$ cat config.mk
export PLATFORM = sky130hd
export DESIGN_NAME = cmdq_fetch_engine
export DESIGN_NICKNAME = d
export VERILOG_FILES = /design/src/rtl/cfe_pkg.sv /design/src/rtl/cfe_slot_alloc.sv /design/src/rtl/cfe_span_calc.sv /design/src/rtl/cmdq_fetch_engine.sv
export SDC_FILE = /design/constraint.sdc
export NUM_CORES = 1
export LEC_CHECK = 0
export ABC_AREA = 1
export BUFFER_PORTS_ARGS = -buffer_cell sky130_fd_sc_hd__buf_2
export CAP_MARGIN = 20
export CORE_MARGIN = 2
export CORE_UTILIZATION = 30
export DETAILED_ROUTE_END_ITERATION = 6
export SLEW_MARGIN = 25
export SYNTH_ARGS = -nofsm -noshare
export SYNTH_HDL_FRONTEND = slang
export SYNTH_SLANG_ARGS = --single-unit
$ cat constraint.sdc
create_clock -name clk -period 7.69 [get_ports clk]
set_input_delay 1.538 -clock clk [delete_from_list [all_inputs] [get_ports clk]]
set_output_delay 1.538 -clock clk [all_outputs]
set_load 0.005 [all_outputs]
$ cat src/rtl/cfe_pkg.sv
package cfe_pkg;
   typedef enum logic [1:0] {
      ST_IDLE  = 2'd0,
      ST_ISSUE = 2'd1,
      ST_DRAIN = 2'd2
   } cfe_state_e;

   function automatic logic [63:0] umin(input logic [63:0] a, input logic [63:0] b);
      return (a < b) ? a : b;
   endfunction
endpackage

$ cat src/rtl/cfe_slot_alloc.sv
module cfe_slot_alloc #(
   parameter int LQ_DEPTH = 16,
   parameter int IDX_W    = 32,
   localparam int LEN_W   = $clog2(LQ_DEPTH) + 1
) (
   input  logic             clk,
   input  logic             rst_n,
   input  logic [IDX_W-1:0] want,
   input  logic             take,
   input  logic             rel,
   input  logic [LEN_W-1:0] rel_cnt,
   output logic [LEN_W-1:0] free_cnt,
   output logic [LEN_W-1:0] grant
);
   logic [LEN_W-1:0] free_q;

   always_comb begin
      grant = (64'(want) > 64'(free_q)) ? free_q : want[LEN_W-1:0];
   end

   always_ff @(posedge clk) begin
      if (!rst_n) begin
         free_q <= LEN_W'(LQ_DEPTH);
      end else begin
         free_q <= free_q - (take ? grant : '0) + (rel ? rel_cnt : '0);
      end
   end

   assign free_cnt = free_q;
endmodule

$ cat src/rtl/cfe_span_calc.sv
module cfe_span_calc
   import cfe_pkg::*;
#(
   parameter int IDX_W       = 32,
   parameter int ADDR_W      = 48,
   parameter int LQ_DEPTH    = 16,
   parameter int PKT_LG      = 6,
   parameter int PAGE_LG     = 12,
   parameter bit SPLIT_PAGES = 1'b1,
   localparam int LQ_W       = $clog2(LQ_DEPTH),
   localparam int LEN_W      = LQ_W + 1,
   localparam int SZ_W       = $clog2(IDX_W)
) (
   input  logic [IDX_W-1:0]  fptr,
   input  logic [LQ_W-1:0]   lwr,
   input  logic [SZ_W-1:0]   size_lg,
   input  logic [ADDR_W-1:0] base,
   input  logic [LEN_W-1:0]  grant_left,
   input  logic [LEN_W-1:0]  burst_left,
   output logic [LEN_W-1:0]  burst_len,
   output logic [LEN_W-1:0]  chunk_len,
   output logic [ADDR_W-1:0] chunk_addr
);
   logic [IDX_W-1:0] hsize, hoff, hwrap;
   logic [LEN_W-1:0] lwrap;
   logic [63:0]      page_room;

   always_comb begin
      hsize      = IDX_W'(1) << size_lg;
      hoff       = fptr & (hsize - IDX_W'(1));
      hwrap      = hsize - hoff;
      lwrap      = LEN_W'(LQ_DEPTH) - {1'b0, lwr};
      burst_len  = LEN_W'(umin(umin(64'(hwrap), 64'(lwrap)), 64'(grant_left)));
      chunk_addr = base + (ADDR_W'(hoff) << PKT_LG);
   end

   generate
      if (SPLIT_PAGES) begin : g_page
         localparam int PR_W = PAGE_LG + 1;
         logic [PR_W-1:0] bytes_left;
         always_comb begin
            bytes_left = PR_W'(1 << PAGE_LG) - {1'b0, chunk_addr[PAGE_LG-1:0]};
            page_room  = 64'(bytes_left >> PKT_LG);
         end
      end else begin : g_nopage
         always_comb page_room = 64'(burst_left);
      end
   endgenerate

   always_comb chunk_len = LEN_W'(umin(64'(burst_left), page_room));
endmodule

$ cat src/rtl/cmdq_fetch_engine.sv
module cmdq_fetch_engine
   import cfe_pkg::*;
#(
   parameter int IDX_W       = 32,
   parameter int ADDR_W      = 48,
   parameter int LQ_DEPTH    = 16,
   parameter int PKT_LG      = 6,
   parameter int PAGE_LG     = 12,
   parameter bit SPLIT_PAGES = 1'b1,
   localparam int LQ_W       = $clog2(LQ_DEPTH),
   localparam int LEN_W      = LQ_W + 1,
   localparam int SZ_W       = $clog2(IDX_W)
) (
   input  logic              clk,
   input  logic              rst_n,
   input  logic              db_valid,
   input  logic [IDX_W-1:0]  db_wr_idx,
   input  logic [ADDR_W-1:0] hq_base,
   input  logic [SZ_W-1:0]   hq_size_lg,
   input  logic              lb_release,
   input  logic [LEN_W-1:0]  lb_release_cnt,
   output logic              rd_req_valid,
   input  logic              rd_req_ready,
   output logic [ADDR_W-1:0] rd_req_addr,
   output logic [LEN_W-1:0]  rd_req_pkts,
   output logic [LQ_W-1:0]   rd_req_lidx,
   output logic [LEN_W-1:0]  rd_req_tag,
   input  logic              rd_rsp_valid,
   input  logic [LEN_W-1:0]  rd_rsp_tag,
   output logic [IDX_W-1:0]  hq_rd_idx,
   output logic              stalled,
   output logic              fetch_done
);
   generate
      if ((LQ_DEPTH < 2) || ((LQ_DEPTH & (LQ_DEPTH - 1)) != 0)) begin : g_bad_depth
         $error("LQ_DEPTH must be a power of two of at least 2");
      end
      if (PAGE_LG <= PKT_LG) begin : g_bad_page
         $error("page must be larger than a packet");
      end
      if (ADDR_W <= IDX_W) begin : g_bad_addr
         $error("ADDR_W must exceed IDX_W");
      end
   endgenerate

   cfe_state_e       state;
   logic [IDX_W-1:0] hq_wr, hq_rd, fptr, pending;
   logic [LQ_W-1:0]  lwr;
   logic [LEN_W-1:0] grant_left, burst_left, burst_q, outstanding, out_next;
   logic [LEN_W-1:0] free_cnt, grant, burst_len, chunk_len;
   logic [ADDR_W-1:0] chunk_addr;
   logic             start, accept;

   always_comb begin
      pending  = hq_wr - hq_rd;
      start    = (state == ST_IDLE) && (pending != '0) && (free_cnt != '0);
      accept   = rd_req_valid && rd_req_ready;
      out_next = outstanding - (rd_rsp_valid ? rd_rsp_tag : '0);
   end

   cfe_slot_alloc #(.LQ_DEPTH(LQ_DEPTH), .IDX_W(IDX_W)) u_alloc (
      .clk      (clk),
      .rst_n    (rst_n),
      .want     (pending),
      .take     (start),
      .rel      (lb_release),
      .rel_cnt  (lb_release_cnt),
      .free_cnt (free_cnt),
      .grant    (grant)
   );

   cfe_span_calc #(
      .IDX_W(IDX_W), .ADDR_W(ADDR_W), .LQ_DEPTH(LQ_DEPTH),
      .PKT_LG(PKT_LG), .PAGE_LG(PAGE_LG), .SPLIT_PAGES(SPLIT_PAGES)
   ) u_span (
      .fptr       (fptr),
      .lwr        (lwr),
      .size_lg    (hq_size_lg),
      .base       (hq_base),
      .grant_left (grant_left),
      .burst_left (burst_left),
      .burst_len  (burst_len),
      .chunk_len  (chunk_len),
      .chunk_addr (chunk_addr)
   );

   always_ff @(posedge clk) begin
      if (!rst_n) begin
         state       <= ST_IDLE;
         hq_wr       <= '0;
         hq_rd       <= '0;
         fptr        <= '0;
         lwr         <= '0;
         grant_left  <= '0;
         burst_left  <= '0;
         burst_q     <= '0;
         outstanding <= '0;
         stalled     <= 1'b0;
         fetch_done  <= 1'b0;
      end else begin
         fetch_done  <= 1'b0;
         outstanding <= out_next;
         if (db_valid) hq_wr <= db_wr_idx;
         unique case (state)
            ST_IDLE: begin
               if (start) begin
                  hq_rd       <= hq_rd + IDX_W'(grant);
                  grant_left  <= grant;
                  burst_left  <= '0;
                  outstanding <= grant;
                  stalled     <= (pending > IDX_W'(grant));
                  state       <= ST_ISSUE;
               end else if ((pending != '0) && (free_cnt == '0)) begin
                  stalled <= 1'b1;
               end
            end
            ST_ISSUE: begin
               if (burst_left == '0) begin
                  burst_left <= burst_len;
                  burst_q    <= burst_len;
               end else if (accept) begin
                  fptr       <= fptr + IDX_W'(chunk_len);
                  lwr        <= lwr + LQ_W'(chunk_len);
                  burst_left <= burst_left - chunk_len;
                  grant_left <= grant_left - chunk_len;
                  if (grant_left == chunk_len) state <= ST_DRAIN;
               end
            end
            ST_DRAIN: begin
               if (out_next == '0) begin
                  fetch_done <= 1'b1;
                  state      <= ST_IDLE;
               end
            end
            default: state <= ST_IDLE;
         endcase
      end
   end

   always_comb begin
      rd_req_valid = (state == ST_ISSUE) && (burst_left != '0);
      rd_req_addr  = chunk_addr;
      rd_req_pkts  = chunk_len;
      rd_req_lidx  = lwr;
      rd_req_tag   = (chunk_len == burst_left) ? burst_q : '0;
      hq_rd_idx    = hq_rd;
   end
endmodule

==> summary.md <==
| Metric | Value |
|---|---|
| Status | `finished, violations left` |
| Violated checks | `design-rule violations` |
| GRT Resource Usage Total | `19.0%` |
| Clock sinks | `roughly 130` |
| Initial Util | `30.3%` |
| Most used cell, CP | `inv_1` |
| # DRC | `2` |
| Starting DRT DRC Count | `between 1,000 and 1,500` |
| Hold path cells | `2` |
| Syn_nets | `about 2,700` |
| Reg-to-Reg End | `hq_rd_idx[25]` |
| Routed Antenna Nets | `0` |
| Total grt overflow | `0` |
| Synth Flop Type | `dfxtp_1` |
| First-pass GRT wire length | `76,600 um` |
| Clock transition at path regs | `roughly 60 ps` |
| Layout Nets | `about 2,900` |
| Setup WS pre-CTS | `-68.3 ps` |
| N_diodes | `0` |
| Min-delay worst type | `reg -> reg` |
| Hold-fix buffers, CTS | `0` |
| Root buffer cell | `clkbuf_16` |
| CP delay by family, top | `adder cells` |
| Tmin final | `around 7300 ps` |
| I/O Pins | `slightly below 200` |
| Final hold vios | `0` |
| PortBufs | `197` |
| Sequential area share after synthesis | `17.7%` |
| Min-Delay Startpoint | `hq_wr[0]` |
| Seq cells post-synth | `around 130` |
| Final setup viols | `0` |
| Layout cells sized above 1 | `15.2%` |
| Sequential power share | `between 10% and 20%` |
| Lkg Pwr | `roughly 9 nW` |
| Area growth syn-to-layout | `18.9%` |
| Post-DR vias/cell | `roughly 4.9` |
| Worst path bufs/invs | `12` |
| Final worst path period share | `94.7%` |
| Post-synth EDFFs | `0` |
| Drt total wl | `about 48,000 um` |
| CTS max path bufs | `2` |
| WHS Endpoint | `hq_wr[0]` |
| H-tree depth | `4` |
| Slowest cell on crit path | `fa_1` |
| Crit path max fanout | `6` |
| Arrival @ worst endpoint | `5740 ps` |
| Syn Inst Count | `around 2,400` |
| Clock Skew | `12.1 ps` |
| Most frequent cells in the layout | `568 x nand2_1, 341 x nor2_1, 337 x inv_1` |
| Avg Synthesized Cell Area | `approximately 6 um2` |
| Worst Path Required | `between 6000 and 7000 ps` |
| Design area | `0.0172 mm2` |
| Clk network pwr share | `between 20 and 25%` |
| Worst slew margin | `46.5%` |
| P_sw | `2.12 mW` |
| Worst Max-Slew Pin Slew | `about 800 ps` |
| Synth Cell Area | `roughly 0.014 mm2` |
| Critical R2R Launch | `hq_rd_idx[2]` |
| Core area | `0.0476 mm2` |
| Largest net degree at the start of global routing | `53` |
| CTS tree | `built` |
| Pins Over Slew Limit | `0` |
| Count of cell types in the netlist | `55` |
| Power Total | `around 4.4 mW` |
| Placement Cell Area | `around 0.016 mm2` |
| TritonCTS buffer count | `17` |
| R2R Setup Slk | `1480 ps` |
| Antenna violations before repair | `0` |
| Achievable Freq | `0.137 GHz` |
| Setup crit end kind | `output port` |
| Drt pass-1 iters | `7` |
| Maximum VDD drop | `~0.16 mV` |
| Cells on worst reg2reg path | `31` |
| Largest stage delay on the critical path | `about 500 ps` |
| Commonest non-fill, non-tap cell in the layout | `nand2_1` |
| DR vias | `~16,000` |
| Synth async-reset ratio | `0%` |
| Chip height | `224 um` |
| Vias in the first global route | `between 15,000 and 20,000` |
| Max-cap violation count | `0` |
| Synth warn | `0` |
| Row Count | `80` |
| Switching share of power | `roughly 48%` |
| Combinational power share | `60.5%` |
| Crit path kind | `in -> out` |
| Gpl congestion | `between 0.9 and 1` |
| HPWL Detailed | `around 39,000 um` |
| Final WS setup | `just over 400 ps` |
| Clk_lat worst skew | `about 450 ps` |
| Area of the die | `between 0.04 and 0.05 mm2` |
| PD cells | `259 mW/mm2` |
| Die W | `between 200 and 250 um` |
| Crit path launch type | `input pin` |
| Pint | `around 2.3 mW` |
| Fillers | `roughly 5,300` |
| Drt wl/cell | `around 15 um` |
## cell usage after synthesis, drive strengths merged, types with 2 or more instances
library cell	number	area, um2
nand2	590	2270
nor2	369	1470
inv	360	1360
a21oi	178	898
nand3	161	863
dfxtp	128	2560
o21ai	126	642
ha	125	1560
xor2	74	648
nand4	66	432
nor3	45	235
xnor2	35	307
buf	26	169
clkbuf	21	78.8
a31oi	17	106
fa	13	260
o21bai	12	90.1
a21boi	9	67.6
nor4	9	62.6
o211ai	8	60.1
or2	7	43.8
a21o	6	45.0
nand3b	6	45.0
a211oi	4	30.0
o21a	4	30.0
a221oi	3	26.3
o22ai	3	18.8
and2	2	12.5
and3	2	12.5
clkinv	2	7.51
o31ai	2	15.0
## power groups by stage
stage               sequential (mW)  clock (mW)  combinational (mW)
CTS                           0.851       0.917                2.64
detailed placement            0.864           0                2.62
global route                  0.867       0.943                3.10
floorplan                     0.836           0                1.96
global placement              0.865           0                2.61
finish                        0.853       0.901                2.69
## worst min-delay path, cell delays in order (launching register included)
cell	delay, ps
dfxtp_1	300
inv_1	70
a21oi_1	60
## final cells by class
| cell class | instances | area [um2] | area share (%) |
|---|---|---|---|
| Multi-Input combinational cell | 1880 | 10500 | 60.8 |
| Clock buffer | 18 | 439 | 2.55 |
| Inverter | 362 | 1360 | 7.93 |
| Sequential cell | 128 | 2560 | 14.9 |
| Clock inverter | 13 | 186 | 1.08 |
| Timing Repair Buffer | 254 | 1410 | 8.23 |
| Tap cell | 615 | 769 | 4.48 |
## worst max path at each step
stage	start	endpoint	slack, ps	cells after the start
floorplan	hq_size_lg[3]	fptr[26]	60	48
global placement	hq_size_lg[3]	fptr[29]	60	49
detailed placement	hq_size_lg[1]	fptr[26]	-70	46
CTS	hq_size_lg[1]	rd_req_tag[4]	80	33
global route	hq_size_lg[1]	rd_req_tag[0]	-40	31
finish	hq_size_lg[1]	rd_req_tag[4]	410	32
## cell families (layout without fill, tap and decap cells)
kind of cell	Yosys count	after routing	synth area share (%)
and+or+nand+nor	1258	1258	37.7
other	1	1	0.0259
xor gates and xnor gates	109	109	6.60
adders and majority gates	138	138	12.6
buffers and inverters	409	647	11.1
AOI/OAI and AO/OA	374	374	14.2
DFF	128	128	17.7
## routing by layer
| layer | global-route usage [%] | wire, um | up-vias |
|---|---|---|---|
| met2 | 33.1 | 22600 | 426 |
| met4 | 5.18 | 907 | 0 |
| met1 | 24.8 | 21800 | 7133 |
| met5 | 0 | 0 | - |
| met3 | 2.37 | 2210 | 63 |
| li1 | - | - | 8301 |
## state kept, by name (all words and copies together), names as in the netlist
| signal | count |
|---|---|
| rd_req_lidx | 4 |
| burst_q | 5 |
| state | 2 |
| grant_left | 5 |
| fetch_done | 1 |
| u_alloc.free_cnt | 5 |
| burst_left | 5 |
| outstanding | 5 |
| fptr | 31 |
| hq_wr | 32 |
| hq_rd_idx | 32 |
| stalled | 1 |
## timing repair
action	in CTS	in global routing
endpoints found under the hold margin	0	0
gates resized for setup	0	41
buffers inserted	0	7
setup endpoints to repair	0	28
## through the flow
step | std cells | setup TNS (ps) | utilization, % | hold WS, ps
CTS | 3263 | 0 | 35.6 | 475
detailed placement | 3232 | -92.7 | 34.3 | 466
finish | 3270 | 0 | 36.1 | 472
global route | 3270 | -136 | 36.1 | 502
global placement | 3232 | 0 | 34.3 | 460
floorplan | 2417 | 0 | - | 423
Note: power is estimated with default switching activity, not from simulation.
